## src/rtl/spi_frame_pkg.sv

```systemverilog
package spi_frame_pkg;

  typedef enum logic [1:0] {
    FS_IDLE  = 2'd0,
    FS_LEAD  = 2'd1,
    FS_DATA  = 2'd2,
    FS_TRAIL = 2'd3
  } frame_state_t;

  // Serial clock phases in one frame: lead pulse, data bits, trailing pulse.
  function automatic int frame_phases(input int nbits);
    return 2 + 2 * nbits + 2;
  endfunction

  // System clocks from the start edge to the done edge.
  function automatic int frame_cycles(input int nbits, input int half_div);
    return frame_phases(nbits) * half_div;
  endfunction

endpackage

```

## src/rtl/spm_phase_timer.sv

```systemverilog
module spm_phase_timer #(
  parameter int HALF_DIV = 4
) (
  input  logic clk,
  input  logic rst_n,
  input  logic run,
  output logic phase_end
);
  localparam int CW = (HALF_DIV < 2) ? 1 : $clog2(HALF_DIV + 1);
  localparam logic [CW-1:0] LAST = CW'(HALF_DIV - 1);

  logic [CW-1:0] cnt_q;

  assign phase_end = run && (cnt_q == LAST);

  always_ff @(posedge clk) begin
    if (!rst_n)         cnt_q <= '0;
    else if (!run)      cnt_q <= '0;
    else if (phase_end) cnt_q <= '0;
    else                cnt_q <= cnt_q + CW'(1);
  end


  cnt_range_chk: assert property (@(posedge clk) disable iff (!rst_n)
    cnt_q <= LAST);


  cnt_idle_chk: assert property (@(posedge clk) disable iff (!rst_n)
    !run |=> cnt_q == '0);

endmodule

```

## src/rtl/spm_shifter.sv

```systemverilog
module spm_shifter #(
  parameter int NBITS = 32
) (
  input  logic             clk,
  input  logic             rst_n,
  input  logic             load,
  input  logic [NBITS-1:0] load_word,
  input  logic             shift,
  input  logic             sample,
  input  logic             miso,
  output logic             tx_msb,
  output logic [NBITS-1:0] rx_word
);
  logic [NBITS-1:0] tx_q;
  logic [NBITS-1:0] rx_q;

  assign tx_msb  = tx_q[NBITS-1];
  assign rx_word = rx_q;

  always_ff @(posedge clk) begin
    if (!rst_n)     tx_q <= '0;
    else if (load)  tx_q <= load_word;
    else if (shift) tx_q <= {tx_q[NBITS-2:0], 1'b0};
  end

  always_ff @(posedge clk) begin
    if (!rst_n)      rx_q <= '0;
    else if (sample) rx_q <= {rx_q[NBITS-2:0], miso};
  end


  tx_hold_chk: assert property (@(posedge clk) disable iff (!rst_n)
    (!load && !shift) |=> $stable(tx_q));


  rx_hold_chk: assert property (@(posedge clk) disable iff (!rst_n)
    !sample |=> $stable(rx_q));

endmodule

```

## src/rtl/spm_frame_ctl.sv

```systemverilog
module spm_frame_ctl
  import spi_frame_pkg::*;
#(
  parameter int NBITS = 32
) (
  input  logic clk,
  input  logic rst_n,
  input  logic start,
  input  logic phase_end,
  input  logic tx_msb,
  output logic load,
  output logic shift,
  output logic sample,
  output logic run,
  output logic cs_o,
  output logic sclk_o,
  output logic mosi_o,
  output logic busy_o,
  output logic done_o
);
  localparam int BW = (NBITS < 2) ? 1 : $clog2(NBITS);
  localparam logic [BW-1:0] LAST_BIT = BW'(NBITS - 1);

  frame_state_t  state_q;
  logic          hi_q;
  logic          cs_q;
  logic          done_q;
  logic [BW-1:0] bidx_q;

  // Named events for the checks and the datapath.
  logic rise_evt;
  logic fall_evt;
  logic in_data;
  logic last_bit;

  assign rise_evt = phase_end && !hi_q;
  assign fall_evt = phase_end && hi_q;
  assign in_data  = (state_q == FS_DATA);
  assign last_bit = (bidx_q == LAST_BIT);

  assign load   = (state_q == FS_IDLE) && start;
  assign shift  = in_data && fall_evt;
  assign sample = in_data && fall_evt;
  assign run    = (state_q != FS_IDLE);

  assign busy_o = run;
  assign done_o = done_q;
  assign cs_o   = cs_q;
  assign sclk_o = hi_q;
  assign mosi_o = in_data && tx_msb;

  always_ff @(posedge clk) begin
    if (!rst_n) begin
      state_q <= FS_IDLE;
      hi_q    <= 1'b0;
      cs_q    <= 1'b0;
      done_q  <= 1'b0;
      bidx_q  <= '0;
    end else begin
      done_q <= 1'b0;
      if (rise_evt) hi_q <= 1'b1;
      if (fall_evt) hi_q <= 1'b0;
      case (state_q)
        FS_IDLE: begin
          if (start) begin
            state_q <= FS_LEAD;
            cs_q    <= 1'b1;
          end
        end
        FS_LEAD: begin
          if (fall_evt) begin
            state_q <= FS_DATA;
            bidx_q  <= '0;
          end
        end
        FS_DATA: begin
          if (fall_evt) begin
            if (last_bit) begin
              state_q <= FS_TRAIL;
              cs_q    <= 1'b0;
            end else begin
              bidx_q <= bidx_q + BW'(1);
            end
          end
        end
        FS_TRAIL: begin
          if (fall_evt) begin
            state_q <= FS_IDLE;
            done_q  <= 1'b1;
          end
        end
        default: state_q <= FS_IDLE;
      endcase
    end
  end


  cs_on_start_chk: assert property (@(posedge clk) disable iff (!rst_n)
    load |=> (cs_o && busy_o));


  idle_lines_chk: assert property (@(posedge clk) disable iff (!rst_n)
    !busy_o |-> (!sclk_o && !mosi_o));


  mosi_hold_chk: assert property (@(posedge clk) disable iff (!rst_n)
    sclk_o |=> (!sclk_o || $stable(mosi_o)));


  trail_cs_chk: assert property (@(posedge clk) disable iff (!rst_n)
    (state_q == FS_TRAIL) |-> !cs_o);


  done_pulse_chk: assert property (@(posedge clk) disable iff (!rst_n)
    done_o |=> !done_o);


  done_idle_chk: assert property (@(posedge clk) disable iff (!rst_n)
    done_o |-> !busy_o);

endmodule

```

## src/rtl/spi_frame_master.sv

```systemverilog
module spi_frame_master
  import spi_frame_pkg::*;
#(
  parameter int WORD_BYTES = 4,
  parameter int BYTE_W     = 8,
  parameter int HALF_DIV   = 4
) (
  input  logic                         clk,
  input  logic                         rst_n,
  input  logic                         start_i,
  input  logic [WORD_BYTES*BYTE_W-1:0] tx_word_i,
  output logic                         busy_o,
  output logic                         done_o,
  output logic [WORD_BYTES*BYTE_W-1:0] rx_word_o,
  output logic                         sclk_o,
  output logic                         cs_o,
  output logic                         mosi_o,
  input  logic                         miso_i
);
  localparam int NBITS     = WORD_BYTES * BYTE_W;
  localparam int FRAME_CYC = frame_cycles(NBITS, HALF_DIV);

  logic phase_end;
  logic run;
  logic load;
  logic shift;
  logic sample;
  logic tx_msb;

  spm_phase_timer #(.HALF_DIV(HALF_DIV)) u_timer (
    .clk       (clk),
    .rst_n     (rst_n),
    .run       (run),
    .phase_end (phase_end)
  );

  spm_shifter #(.NBITS(NBITS)) u_shift (
    .clk       (clk),
    .rst_n     (rst_n),
    .load      (load),
    .load_word (tx_word_i),
    .shift     (shift),
    .sample    (sample),
    .miso      (miso_i),
    .tx_msb    (tx_msb),
    .rx_word   (rx_word_o)
  );

  spm_frame_ctl #(.NBITS(NBITS)) u_ctl (
    .clk       (clk),
    .rst_n     (rst_n),
    .start     (start_i),
    .phase_end (phase_end),
    .tx_msb    (tx_msb),
    .load      (load),
    .shift     (shift),
    .sample    (sample),
    .run       (run),
    .cs_o      (cs_o),
    .sclk_o    (sclk_o),
    .mosi_o    (mosi_o),
    .busy_o    (busy_o),
    .done_o    (done_o)
  );

  // Frame length observer for the checks below.
  int unsigned len_q;
  always_ff @(posedge clk) begin
    if (!rst_n)      len_q <= 0;
    else if (load)   len_q <= 0;
    else if (busy_o) len_q <= len_q + 1;
  end


  frame_len_chk: assert property (@(posedge clk) disable iff (!rst_n)
    done_o |-> (len_q == FRAME_CYC));


  start_busy_chk: assert property (@(posedge clk) disable iff (!rst_n)
    (busy_o && start_i && !done_o) |=> (len_q == $past(len_q) + 1));

endmodule

```

## config.mk

```make
export PLATFORM = sky130hd
export DESIGN_NAME = spi_frame_master
export DESIGN_NICKNAME = d
export VERILOG_FILES = /design/src/rtl/spi_frame_pkg.sv /design/src/rtl/spm_phase_timer.sv /design/src/rtl/spm_shifter.sv /design/src/rtl/spm_frame_ctl.sv /design/src/rtl/spi_frame_master.sv
export SDC_FILE = /design/constraint.sdc
export NUM_CORES = 1
export LEC_CHECK = 0
export ABC_AREA = 1
export BUFFER_PORTS_ARGS = -buffer_cell sky130_fd_sc_hd__buf_2
export CAP_MARGIN = 20
export CORE_AREA = 2 2 86 96
export CTS_CLUSTER_SIZE = 24
export DETAILED_ROUTE_END_ITERATION = 8
export DIE_AREA = 0 0 88 98
export PLACE_DENSITY = 0.66
export SLEW_MARGIN = 20
export SYNTH_ARGS = -nofsm -noshare
export SYNTH_HDL_FRONTEND = slang
export SYNTH_SLANG_ARGS = --single-unit
```

## constraint.sdc

```tcl
create_clock -name clk -period 2.9 [get_ports clk]
set_input_delay 0.145 -clock clk [delete_from_list [all_inputs] [get_ports clk]]
set_output_delay 0.145 -clock clk [all_outputs]
set_load 0.1 [all_outputs]
```

### Word-level counts from Yosys, hierarchy flattened

Cells that the tools add are included.

| operators by class | value |
|---|---|
| add/subtract/negate cells | 2 |
| multipliers | 0 |
| div/mod/pow operators | 0 |
| magnitude comparators | 0 |
| equality and inequality tests | 11 |
| shifts and indexed selects | 0 |
| muxes and demuxes | 17 |
| bitwise operators | 2 |
| reductions and logical operators | 18 |

Operators by type and width:

| cell | number |
|---|---|
| two-way mux 32 bit | 2 |
| two-way mux 5 bit | 3 |
| two-way mux 2 bit | 5 |
| case mux 5 bit (2 select lines) | 1 |
| case mux 2 bit (4 select lines) | 1 |
| AND reduction 4 bit | 2 |
| nonzero test 2 bit | 4 |
| logical AND 1 bit | 6 |
| inequality test 2 x 1 -> 1 bit, second input constant | 3 |
| inequality test 2 bit, second input constant | 3 |
| adder 5 x 1 -> 5 bit, second input constant | 1 |
| == test 5 bit, second input constant | 1 |
| AND reduction 5 bit | 1 |
| == test 2 bit, second input constant | 2 |
| two-way mux 1 bit | 4 |
| adder 3 x 1 -> 3 bit, second input constant | 1 |
| == test 3 x 2 -> 1 bit, second input constant | 1 |
| OR reduction 3 bit | 1 |
| == test 2 x 1 -> 1 bit, second input constant | 1 |
| logical NOT 2 bit | 1 |
| NOT 1 bit | 2 |
| case mux 1 bit (2 select lines) | 1 |
| AND reduction 2 bit | 1 |
| OR reduction 2 bit | 1 |
| logical NOT 1 bit | 1 |

| word-level totals | value |
|---|---|
| bits in registers | 77 |
| latch bits | 0 |
| RAM bits | 0 |
| memory bits (read-only) | 0 |
| input bits | 36 |
| output and inout bits | 37 |
| word-level logic and storage cells | 58 |
| memories | 0 |

### Longest topological paths before layout

Gate-level depths: netlist (run 1).

| logic depth | value |
|---|---|
| depth in word-level cells | 6 |
| depth in mapped cells | 12 |
| mapped depth without buffers | 12 |

### Cells and area by module

A second synthesis (run 1) with hierarchy kept.

| second synthesis, totals | value |
|---|---|
| cells, all modules | 494 |
| area total of the unflattened synthesis | 3467.1 sq um |

By module, submodules not included:

| module | times used | cells an instance | area an instance (sq um) | sequential area each (sq um) |
|---|---|---|---|---|
| spm_shifter | 1 | 381 | 2652.5 | 1281.2 |
| spm_frame_ctl | 1 | 99 | 689.4 | 200.2 |
| spm_phase_timer | 1 | 14 | 125.1 | 60.1 |

### Worst setup path before layout (run 1)

OpenSTA, ideal clock, no wires.

| timing path | value |
|---|---|
| path type | reg-to-reg |
| start | register u_ctl.state_q[0] |
| end | register u_shift.rx_q[10], in the netlist u_shift.rx_word[10] |
| library setup time | 118 ps |
| arrival | 1928 ps |
| required time | 2782 ps |
| slack | 854 ps |
| cell stages (with the launch flop) | 11 |
| buffers on the path | 2 |
| period minus slack after synthesis | 2046 ps |
| path through | dfxtp_1 > inv_1 > ha_1 > inv_2 > nand3_4 > nor2_8 > inv_2 > buf_6 > buf_2 > nor2_1 > nor2_1 |

| on the way | value |
|---|---|
| cells in the longest elaborated chain, start to end | 4 |
| elaborated cells on any way between the ends | 5 |
| classes of those cells | 1 x eq/ne; 4 x reduce/logical |

RTL lines:

| item | line | source |
|---|---|---|
| start, declared | spm_frame_ctl.sv:24 | `frame_state_t state_q;` |
| start signal, assigned | spm_frame_ctl.sv:54 | `state_q <= FS_IDLE;` |
| start signal, assigned | spm_frame_ctl.sv:66 | `state_q <= FS_LEAD;` |
| start signal, assigned | spm_frame_ctl.sv:72 | `state_q <= FS_DATA;` |
| nonzero test 2 bit | spm_frame_ctl.sv:44 | `assign run = (state_q != FS_IDLE);` |
| named net busy_o | spi_frame_master.sv:12 | `output logic busy_o,` |
| logical AND 1 bit | spm_phase_timer.sv:14 | `assign phase_end = run && (cnt_q == LAST);` |
| logical AND 1 bit | spm_frame_ctl.sv:37 | `assign fall_evt = phase_end && hi_q;` |
| logical AND 1 bit | spm_frame_ctl.sv:43 | `assign sample = in_data && fall_evt;` |
| end signal, assigned | spm_shifter.sv:28 | `else if (sample) rx_q <= {rx_q[NBITS-2:0], miso};` |
| end, declared | spm_shifter.sv:15 | `logic [NBITS-1:0] rx_q;` |

The timed path passes the listed nets, and every way through them passes these cells.
A chain may end at the register's enable or synchronous reset.

### Worst setup path after layout (run 1)

| timing path | value |
|---|---|
| start | register u_ctl.state_q[0] |
| end | register u_shift.tx_q[5] |

| on the way | value |
|---|---|
| cells in the longest elaborated chain, start to end | 5 |
| elaborated cells on any way between the ends | 9 |
| classes of those cells | 1 x eq/ne; 1 x mux; 7 x reduce/logical |

RTL lines:

| item | line | source |
|---|---|---|
| nonzero test 2 bit | spm_frame_ctl.sv:44 |  |
| logical AND 1 bit | spm_phase_timer.sv:14 |  |
| logical AND 1 bit | spm_frame_ctl.sv:37 |  |
| logical AND 1 bit | spm_frame_ctl.sv:42 | `assign shift = in_data && fall_evt;` |
| nonzero test 2 bit (no source line) | n/a |  |
| end signal, assigned | spm_shifter.sv:22 | `else if (load) tx_q <= load_word;` |
| end signal, assigned | spm_shifter.sv:23 | `else if (shift) tx_q <= {tx_q[NBITS-2:0], 1'b0};` |
| end, declared | spm_shifter.sv:14 | `logic [NBITS-1:0] tx_q;` |

Several ways; a longest one is shown, not always the timed one.

==> results of run 1 <==
[area by class of cell]
type,instances,area share
Clock buffer,9,0.0306
Clock inverter,7,0.0185
Inverter,54,0.0501
Multi-Input combinational cell,324,0.383
Sequential cell,77,0.381
Tap cell,108,0.0334
Timing Repair Buffer,78,0.103
[sequential cells by signal (all words and copies together) (netlist names)]
name             count
u_ctl.sclk_o         1
u_shift.tx_q        32
u_timer.cnt_q        3
u_ctl.done_o         1
u_ctl.state_q        2
u_ctl.cs_o           1
u_shift.rx_word     32
u_ctl.bidx_q         5
[routing by layer]
| layer | vias to the layer above | wire [um] | global-route usage |
|---|---|---|---|
| met5 | - | 0 | 0 |
| met4 | 0 | 111 | 0.0710 |
| met2 | 72 | 3330 | 0.281 |
| met1 | 1413 | 3490 | 0.229 |
| li1 | 1687 | - | - |
| met3 | 10 | 354 | 0.0330 |
[logic make-up (layout without fill, tap and decap cells)]
| family | count (synthesis) | after routing | synth area share |
|---|---|---|---|
| simple gates | 179 | 179 | 0.219 |
| compound gates | 137 | 137 | 0.199 |
| buf+inv | 88 | 148 | 0.111 |
| flops | 77 | 77 | 0.443 |
| fa+ha+maj | 8 | 8 | 0.0288 |
[cells in the final DEF (no fill, tap or decap)]
master	instances
nand3_4	1
ha_1	8
nand2_1	53
o21ai_0	62
a21oi_1	37
inv_2	4
bufinv_16	1
buf_4	5
o21bai_1	2
clkinv_2	1
clkinv_4	1
o21ai_1	36
clkinvlp_4	3
buf_12	1
inv_6	1
nor2_4	1
inv_1	50
nor2_8	1
nand2_2	1
nor3_1	2
buf_2	72
nand3_1	37
nor2_1	83
clkbuf_8	9
dfxtp_1	77
[power breakdown]
group	internal (uW)	leakage [uW]	switching, uW
registers	1140	0.000623	45.1
clock network	400	0.0000918	401
logic	223	0.00113	498
[worst max-delay path by stage]
stage,from,end,slack [ns],cells after the start
floorplan,u_ctl.state_q[0],u_shift.rx_word[10],0.85,10
global placement,u_ctl.state_q[0],u_shift.tx_q[31],1.02,8
detailed placement,u_ctl.state_q[0],u_shift.tx_q[5],0.93,8
CTS,u_ctl.state_q[0],u_shift.tx_q[5],0.90,8
global route,u_ctl.state_q[0],u_shift.tx_q[7],0.66,8
finish,u_ctl.state_q[0],u_shift.tx_q[5],0.92,8
[per-stage QoR]
| stage | area, um2 | setup WS [ns] | cells | utilization | power [uW] |
|---|---|---|---|---|---|
| detailed placement | 3850 | 0.927 | 641 | 0.500 | 1940 |
| CTS | 4050 | 0.905 | 657 | 0.526 | 2740 |
| global route | 4050 | 0.658 | 657 | 0.526 | 2880 |
| floorplan | 3480 | 0.854 | 489 | - | 1810 |
| finish | 4050 | 0.916 | 657 | 0.526 | 2710 |
| global placement | 3850 | 1.02 | 641 | 0.500 | 1920 |
[critical path, cell delays in order, from the launching register on]
cell,delay [ns]
dfxtp_1,0.38
inv_1,0.08
ha_1,0.25
inv_2,0.14
nand3_4,0.14
nor2_8,0.12
buf_4,0.50
o21ai_0,0.16
a21oi_1,0.14
==> results by group, run 1 <==
Setup path
  – Data required, critical path: roughly 3.2 ns
  – Worst Reg-to-Reg Cells: 8
  – WS Path Type: flip-flop to flip-flop
  – R2R Path Start: u_ctl.state_q[0]
  – CP startpoint kind: flip-flop
  – Worst r2r dst: u_shift.tx_q[5]
  – Crit path DAT: 2.25 ns
  – Worst reg-to-reg setup slack: roughly 0.9 ns
  – CP Capture Type: flip-flop
  – Worst Path Max Fanout: 63

Min path
  – WHS Endpoint: u_shift.rx_word[0]
  – Hold Path Class: primary input to flip-flop
  – Hold path depth: 3
  – Min-Delay Startpoint: miso_i

Die
  – Core area: 7700 um2
  – I/O pin count: 73
  – Initial Utilization: 0.452
  – Row count: 34
  – Die W: 88 um
  – Die height: 98 um
  – Die ar.: 8620 um2

Synth
  – Seq/Total Area, Yosys: 0.443
  – Synth Cell Area: 3480 um2
  – Synth warn: 0
  – Synth top area cells: dfxtp_1 (44%), nor2_1 (9.0%), o21ai_0 (8.9%)
  – Mean area per synthesized cell: 7.11 um2
  – Yosys cell types: 21
  – Yosys reg bits: between 70 and 80
  – Cell taking the most area after synthesis: dfxtp_1
  – Synth cell count leaders: nor2_1 (83), dfxtp_1 (77), o21ai_0 (62), nand2_1 (53), inv_1 (50)
  – Post-synth top area share: 0.443
  – Ys async rst share: 0
  – Synth Net Count: 533
  – EDFF count, synth: 0
  – Count leader, synth: nor2_1
  – Syn Inst Count: about 500
  – Ys flop type: dfxtp_1

Placement
  – Global placement routability congestion: about 0.73
  – PortBufs: 72
  – Post-DP HPWL: 4520 um

Layout
  – Share of cells above drive strength 1: 0.186
  – Fillers: about 770
  – Sequential cell area: around 1500 um2
  – # diodes: 0
  – Post-layout net count: ~590
  – Area of the multi-input gates: 1550 um2
  – Area grow syn2layout: 16.4%

GRT
  – Tot GR Track Use: 0.175
  – Initial antenna violation count: 0
  – First-pass GRT wire length: roughly 12000 um
  – Total gr overflow: 0
  – Largest net degree at the start of global routing: 64
  – Vias in the first global route: 2912

STA
  – Min Tclk post-route: 1.98 ns
  – RSZ-0062 raised after global routing: no
  – Final period util: 0.684
  – Max Fclk: 504 MHz
  – Finish-stage setup viols: 0
  – Final hold violation count: 0
  – Slew Viols, Final: 0
  – Clock skew: around 0.0096 ns
  – Relative slew slack: 0.566
  – Worst-Margin Slew: 0.650 ns
  – Setup_tns: 0 ns
  – Hold slack final: 0.0227 ns

Clocking
  – Post-CTS Resized: 0
  – Clock Pin Slew Worst Setup and Hold Paths: 0.09 ns
  – CTS buffer count: 9
  – TritonCTS clock tree: yes
  – Skew-Pair Late Insertion Delay: 0.34 ns
  – CTS Buffer Depth: 2
  – Htree depth: 3
  – Clk sinks: 77
  – Hold buffer count at CTS: 0
  – Setup bufs post-CTS: 0
  – Root buf cell: clkbuf_8

Detailed routing
  – DR pass1 iterations: 4
  – Iter 0 DRT Violations: 134
  – # DRC: 0
  – Via count: around 3.2k
  – DRT Wirelength: between 7000 and 8000 um
  – Final antenna-violating net count: 0
  – Average vias per placed instance: 4.84
  – Avg WL per Cell: between 10 and 15 um

Run status
  – Status: completed

Pwr
  – Pwr Density: 670 nW/um2
  – Leak: roughly 0.0018 uW
  – VDD IR-drop max: 375 uV

Run
  – MaxCap Viol Count: 0
Power figures use the tool's default switching activity.
==> run 2, diff against run 1 <==
- clock period: 2.9 -> 2 ns (I/O delays scaled with it)
==> run 2 against run 1 <==
Effect of this change:
- cell count grew 0.61%
- largest power group unchanged
- first-iteration DRC count grew 36%
- largest cell class unchanged
- via count is essentially flat
- critical path type unchanged
- utilization grew 1.3 points
- worst setup slack lost 0.75 ns
- final area grew 2.5%
- non-clock buffer count grew 4
- die area is the same
- global-route usage grew 0.29 points
- hold slack lost 0.0048 ns
==> results by group, run 2 (same netlist as run 1, synthesis figures left out) <==
STA
  – Worst-Margin Slew: 0.497 ns (-0.154 ns)
  – Finish-stage setup viols: 0 (unchanged)
  – Clock skew: 0.0127 ns (+0.00309 ns)
  – Final Worst Setup Slack: 0.164 ns (-0.752 ns)
  – Setup_tns: 0 ns (unchanged)
  – RSZ-0062 raised after global routing: no
  – Max Fclk: 545 MHz (+8.1%)
  – Final period util: 0.918 (+0.234)
  – Relative slew slack: 0.671 (+0.105)
  – Final hold violation count: 0 (unchanged)
  – Slew Viols, Final: 0 (unchanged)
  – Min Tclk post-route: 1.84 ns (-0.148 ns)

Placement
  – Post-DP HPWL: 4700 um (+4.0%)
  – Setup WS pre-CTS: 0.175 ns (-0.752 ns)
  – Cell Area, Placed: 3890 um2 (+0.98%)
  – PortBufs: 72 (unchanged)
  – Global placement routability congestion: 0.768 (+5.5%)

Setup path
  – WS Path Type: flip-flop to flip-flop
  – Data required, critical path: 2.27 ns (-0.89 ns)
  – CP delay by family, top: simple AND/OR/NAND/NOR gates
  – Worst r2r dst: u_ctl.bidx_q[1]
  – Worst Reg-to-Reg Cells: 10 (+2)
  – R2R Path Start: u_ctl.state_q[0]
  – CP max stage delay: 0.39 ns (-0.11 ns)
  – Worst Path Max Fanout: 39 (-38%)
  – Worst path slowest cell: dfxtp_1
  – CP Capture Type: flip-flop
  – CP startpoint kind: flip-flop
  – Crit path DAT: 2.11 ns (-0.14 ns)
  – CP cell instances: inv_1 -> ha_1 -> inv_4 -> nand3_4 -> nor2_8 -> inv_2 -> buf_12 -> nor2_4 -> nand2_1 -> a21oi_1
  – Worst reg-to-reg setup slack: 0.16 ns (-0.75 ns)
  – Buf/Inv on CP: 4 (+1)

Layout
  – # diodes: 0 (unchanged)
  – Commonest non-fill, non-tap cell in the layout: nor2_1
  – Post-layout net count: 592 (+0.68%)
  – Sequential cell area: 1540 um2 (unchanged)
  – Design Area, Final: 4150 um2 (+2.5%)
  – Fillers: 749 (-3.1%)
  – Most frequent cells in the layout: nor2_1 (83), dfxtp_1 (77), buf_2 (72), o21ai_0 (62), nand2_1 (53)
  – Area of the multi-input gates: 1550 um2 (unchanged)
  – Area grow syn2layout: 19.2%
  – Share of cells above drive strength 1: 0.190 (+0.00408)

GRT
  – Total gr overflow: 0 (unchanged)
  – Vias in the first global route: 2958 (+1.6%)
  – Tot GR Track Use: 0.178 (+0.00285)
  – First-pass GRT wire length: 12500 um (+0.39%)
  – Initial antenna violation count: 0 (unchanged)
  – Largest net degree at the start of global routing: 95 (+48%)

Run status
  – Status: completed

Min path
  – Hold path depth: 3 (unchanged)
  – Min-Delay Startpoint: tx_word_i[0]
  – Hold Path Class: primary input to flip-flop
  – WHS Endpoint: u_shift.tx_q[0]

Detailed routing
  – Avg WL per Cell: 11.1 um (-0.16%)
  – Iter 0 DRT Violations: 182 (+36%)
  – # DRC: 0 (unchanged)
  – Average vias per placed instance: 4.82 (-0.57%)
  – Final antenna-violating net count: 0 (unchanged)
  – DR pass1 iterations: 4 (unchanged)
  – Via count: 3183 (+0.031%)
  – DRT Wirelength: 7330 um (+0.45%)

Clocking
  – Skew-Pair Late Insertion Delay: 0.35 ns (about the same)
  – Clk sinks: 77 (unchanged)
  – CTS Buffer Depth: 2 (unchanged)
  – TritonCTS clock tree: yes
  – Clock Pin Slew Worst Setup and Hold Paths: 0.08 ns (about the same)
  – Setup bufs post-CTS: 0 (unchanged)
  – Root buf cell: clkbuf_8
  – CTS buffer count: 9 (unchanged)
  – Htree depth: 3 (unchanged)

Die
  – I/O pin count: 73 (unchanged)
  – Die W: 88 um (unchanged)
  – Row count: 34 (unchanged)
  – Die ar.: 8620 um2 (unchanged)
  – Die height: 98 um (unchanged)
  – Core area: 7700 um2 (unchanged)
  – Initial Utilization: 0.452 (unchanged)

Pwr
  – Leak: 0.00190 uW (+2.9%)
  – Pwr Density: 1010 nW/um2 (+51%)
  – VDD IR-drop max: 615 uV (+64%)

Run
  – MaxCap Viol Count: 0 (unchanged)
run 2: cell count changes in the layout (fill, tap and decap cells not counted):
cell	delta
clkbuf_8	+1
dlygate4sd3_1	+1
buf_6	+1
inv_6	-1
buf_12	+1
clkinvlp_4	-1
inv_2	-1
inv_4	+1
clkinv_4	-1
buf_4	+1
bufinv_16	+2
run 2: stage by stage:
| step | hold slack, ns | utilization | power, uW | cells |
|---|---|---|---|---|
| floorplan | 0.235 | - | 2630 | 489 |
| global placement | 0.357 | 0.505 | 2800 | 644 |
| detailed placement | 0.346 | 0.505 | 2810 | 644 |
| CTS | 0.000724 | 0.538 | 4240 | 661 |
| global route | 0.0252 | 0.539 | 4450 | 661 |
| finish | 0.0179 | 0.539 | 4190 | 661 |
run 2: worst register-to-register path, delay by kind of cell (launching register included):
family | cells | cell delay, ns
adders and majority gates | 1 | 0.27
DFF | 1 | 0.39
and+or+nand+nor | 4 | 0.53
buffers and inverters | 4 | 0.45
AOI/OAI and AO/OA | 1 | 0.12
run 2: worst max path at each step:
| stage | start | endpoint | slack, ns | cells past startpoint |
|---|---|---|---|---|
| 2_1_floorplan | u_ctl.sclk_o | u_shift.rx_word[10] | 0.01 | 7 |
| 3_3_place_gp | u_ctl.state_q[0] | u_ctl.bidx_q[1] | 0.28 | 10 |
| 3_5_place_dp | u_ctl.state_q[0] | u_ctl.bidx_q[1] | 0.17 | 10 |
| 4_1_cts | u_ctl.state_q[0] | u_ctl.bidx_q[1] | 0.15 | 10 |
| 5_1_grt | u_ctl.bidx_q[0] | u_ctl.bidx_q[3] | 0.007 | 12 |
| 6_report | u_ctl.state_q[0] | u_ctl.bidx_q[1] | 0.16 | 10 |
run 2: power breakdown:
group	internal [uW]	switching (uW)	leakage, uW	total, uW
logic	331	721	0.00116	1050
registers	1660	65.9	0.000623	1720
clock network	860	558	0.000119	1420
run 2: layout make-up:
class / count / share of cell area
clock buffers: 10 / 0.0332
clock inverters: 6 / 0.0265
inverters: 54 / 0.0495
multi-input cells: 324 / 0.374
flip-flops and latches: 77 / 0.372
well taps: 108 / 0.0326
repair buffers: 82 / 0.113
run 2: layer usage:
metal / track usage / vias up / part of all wire
li1: - / 1696 / -
met1: 0.213 / 1411 / 0.49
met2: 0.300 / 66 / 0.44
met3: 0.0507 / 10 / 0.058
met4: 0.0639 / 0 / 0.014
met5: 0 / - / 0
run 2: what timing repair did:
item,4_1_cts,5_1_grt
endpoints found under the hold margin,1,0
hold buffers,1,0
resized for setup,0,1
setup endpoints to repair,0,1
==> run 3, diff against run 2 <==
- CORE_AREA: 2 2 86 96 -> 5 5 89 99
- DIE_AREA: 0 0 88 98 -> 0 0 94 104
- SETUP_SLACK_MARGIN: default -> 0.3
- TNS_END_PERCENT: default -> 1
==> run 3 against run 2 <==
Effect of this change:
- first-iteration DRC count shrank 7.7%
- non-clock buffer count is 5 higher
- total power down 1.4%
- largest cell class unchanged
- sequential share of layout area is 0.83 points lower
- clock-buffer cell count is 2 higher
- register-to-register slack better by 0.20 ns
- fmax increased by 12%
==> results by group, run 3 (same netlist as run 1, synthesis figures left out) <==
Run status
  – Status: completed

Layout
  – Area grow syn2layout: 22.6%
  – Post-layout net count: 597 (+0.84%)
  – Most frequent cells in the layout: nor2_1 (83), dfxtp_1 (73), buf_2 (71), o21ai_0 (60), nand2_1 (52)
  – Fillers: 791 (+5.6%)
  – # diodes: 0 (unchanged)
  – Commonest non-fill, non-tap cell in the layout: nor2_1
  – Post-Layout Cell Count: 666 (+0.76%)
  – Share of cells above drive strength 1: 0.210 (+0.0198)

GRT
  – Met2 usage: 0.252 (-0.0474)
  – Initial antenna violation count: 0 (unchanged)
  – Gr busiest metal: met2
  – Vias in the first global route: 2936 (-0.74%)
  – Met1 GRT Util: 0.195 (-0.0175)
  – First-pass GRT wire length: 12700 um (+1.7%)
  – Total gr overflow: 0 (unchanged)
  – Largest net degree at the start of global routing: 95 (unchanged)
  – Tot GR Track Use: 0.157 (-0.0211)
  – Routing usage on met3: 0.0535 (+0.00283)

STA
  – Worst-Margin Slew: 0.514 ns (+0.0176 ns)
  – Slew Viols, Final: 0 (unchanged)
  – Clock skew: 0.00831 ns (-0.00435 ns)
  – Finish-stage setup viols: 0 (unchanged)
  – Relative slew slack: 0.659 (-0.0117)
  – Max Fclk: 612 MHz (+12%)
  – RSZ-0062 raised after global routing: yes
  – Final hold violation count: 0 (unchanged)
  – Setup_tns: 0 ns (unchanged)
  – Final period util: 0.816 (-0.102)
  – Min Tclk post-route: 1.63 ns (-0.203 ns)

Min path
  – Hold Path Class: primary input to flip-flop
  – Hold path depth: 3 (unchanged)
  – WHS Endpoint: u_ctl.cs_o
  – Min-Delay Startpoint: rst_n

Pwr
  – Pwr Density: 970 nW/um2 (-4.0%)
  – VDD IR-drop max: 453 uV (-26%)
  – Leak: 0.00194 uW (+1.9%)

Setup path
  – CP max stage delay: 0.34 ns (-0.05 ns)
  – CP cell instances: ha_1 -> nand2_1 -> nor2_1 -> ha_2 -> inv_1 -> nand2_1 -> o21ai_1 -> nand2_2 -> o21ai_0 -> nor2_1
  – Worst reg-to-reg setup slack: 0.37 ns (+0.20 ns)
  – Worst Reg-to-Reg Cells: 10 (unchanged)
  – CP startpoint kind: flip-flop
  – R2R Path Start: u_ctl.bidx_q[0]
  – CP Capture Type: flip-flop
  – Worst r2r dst: u_ctl.bidx_q[2]
  – Crit path DAT: 1.87 ns (-0.24 ns)
  – Data required, critical path: 2.24 ns (-0.03 ns)
  – Worst Path Max Fanout: 6 (-85%)
  – Worst path slowest cell: dfxtp_2
  – WS Path Type: flip-flop to flip-flop

Detailed routing
  – Average vias per placed instance: 4.90 (+1.7%)
  – Final antenna-violating net count: 0 (unchanged)
  – # DRC: 0 (unchanged)
  – DR pass1 iterations: 4 (unchanged)
  – Via count: 3261 (+2.5%)
  – Iter 0 DRT Violations: 168 (-7.7%)
  – Avg WL per Cell: 12.2 um (+10%)
  – DRT Wirelength: 8120 um (+11%)

Clocking
  – Root buf cell: clkbuf_8
  – Clk sinks: 77 (unchanged)
  – CTS Buffer Depth: 2 (unchanged)
  – Clock Pin Slew Worst Setup and Hold Paths: 0.08 ns (about the same)
  – TritonCTS clock tree: yes
  – CTS buffer count: 9 (unchanged)
  – Htree depth: 3 (unchanged)
  – Skew-Pair Late Insertion Delay: 0.34 ns (about the same)

Die
  – Core area: 7740 um2 (+0.55%)
  – Initial Utilization: 0.449 (-0.00248)
  – Die ar.: 9780 um2 (+13%)
  – Die height: 104 um (+6.1%)
  – Die W: 94 um (+6.8%)
  – I/O pin count: 73 (unchanged)
  – Row count: 34 (unchanged)

Placement
  – Global placement routability congestion: 0.815 (+6.2%)
  – PortBufs: 72 (unchanged)
  – Dpl cells: 642 (-0.31%)
  – Post-DP HPWL: 4880 um (+4.0%)

Run
  – MaxCap Viol Count: 0 (unchanged)
-- run 3: changes by cell type in the layout (fill, tap and decap cells not counted), moves of 3 or more --
cell       delta
ha_4          +3
dfxtp_2       +3
buf_4         +3
clkbuf_16     +3
ha_1          -4
dfxtp_1       -4
-- run 3: worst max path at each step --
stage | from | end | slack [ns] | depth (start not counted)
global route | u_ctl.state_q[1] | u_ctl.bidx_q[4] | 0.24 | 10
detailed placement | u_ctl.state_q[0] | u_ctl.bidx_q[1] | 0.15 | 9
finish | u_ctl.bidx_q[0] | u_ctl.bidx_q[2] | 0.37 | 10
CTS | u_ctl.state_q[0] | u_ctl.bidx_q[1] | 0.31 | 9
global placement | u_ctl.state_q[0] | u_ctl.bidx_q[1] | 0.24 | 9
floorplan | u_ctl.state_q[0] | u_shift.rx_word[10] | 0.32 | 10
-- run 3: critical path: cells and delay by family (launching register included) --
kind,cells,cell delay (ns)
compound gates,2,0.35
fa+ha+maj,2,0.39
buf+inv,1,0.05
flops,1,0.34
simple gates,5,0.41
-- run 3: through the flow --
stage / hold WS, ns / instance area, um2 / power [uW] / setup WS (ns) / utilization
after floorplan: 0.235 / 3500 / 2680 / 0.322 / -
after global placement: 0.332 / 3890 / 2850 / 0.242 / 0.503
after detailed placement: 0.345 / 3890 / 2860 / 0.155 / 0.503
after CTS: 0.0755 / 4130 / 4050 / 0.315 / 0.534
after global routing: 0.100 / 4260 / 4410 / 0.238 / 0.551
final: 0.0832 / 4260 / 4140 / 0.367 / 0.551
-- run 3: area by class of cell --
| cell class | instances | area (um2) | area share |
|---|---|---|---|
| clock inverters | 4 | 56.3 | 0.0132 |
| inverters | 54 | 218 | 0.0511 |
| well taps | 108 | 135 | 0.0317 |
| clock buffers | 12 | 145 | 0.0340 |
| multi-input cells | 324 | 1590 | 0.374 |
| flip-flops and latches | 77 | 1550 | 0.363 |
| repair buffers | 87 | 566 | 0.133 |
-- run 3: power by group --
part / switching (uW) / internal [uW]
Combinational: 798 / 432
Clock: 556 / 621
Sequential: 68.3 / 1660
-- run 3: layer usage --
| metal | up-vias | wire, um |
|---|---|---|
| met2 | 81 | 3740 |
| met5 | - | 0 |
| li1 | 1705 | - |
| met1 | 1466 | 3700 |
| met4 | 0 | 89 |
| met3 | 9 | 594 |
-- run 3: what timing repair did --
action	CTS	global route
pin swaps	2	4
setup buffers	1	2
resized for setup	5	11
cloned	0	3
setup endpoints to repair	70	74
hold endpoints to repair	2	0
hold buffers	2	0
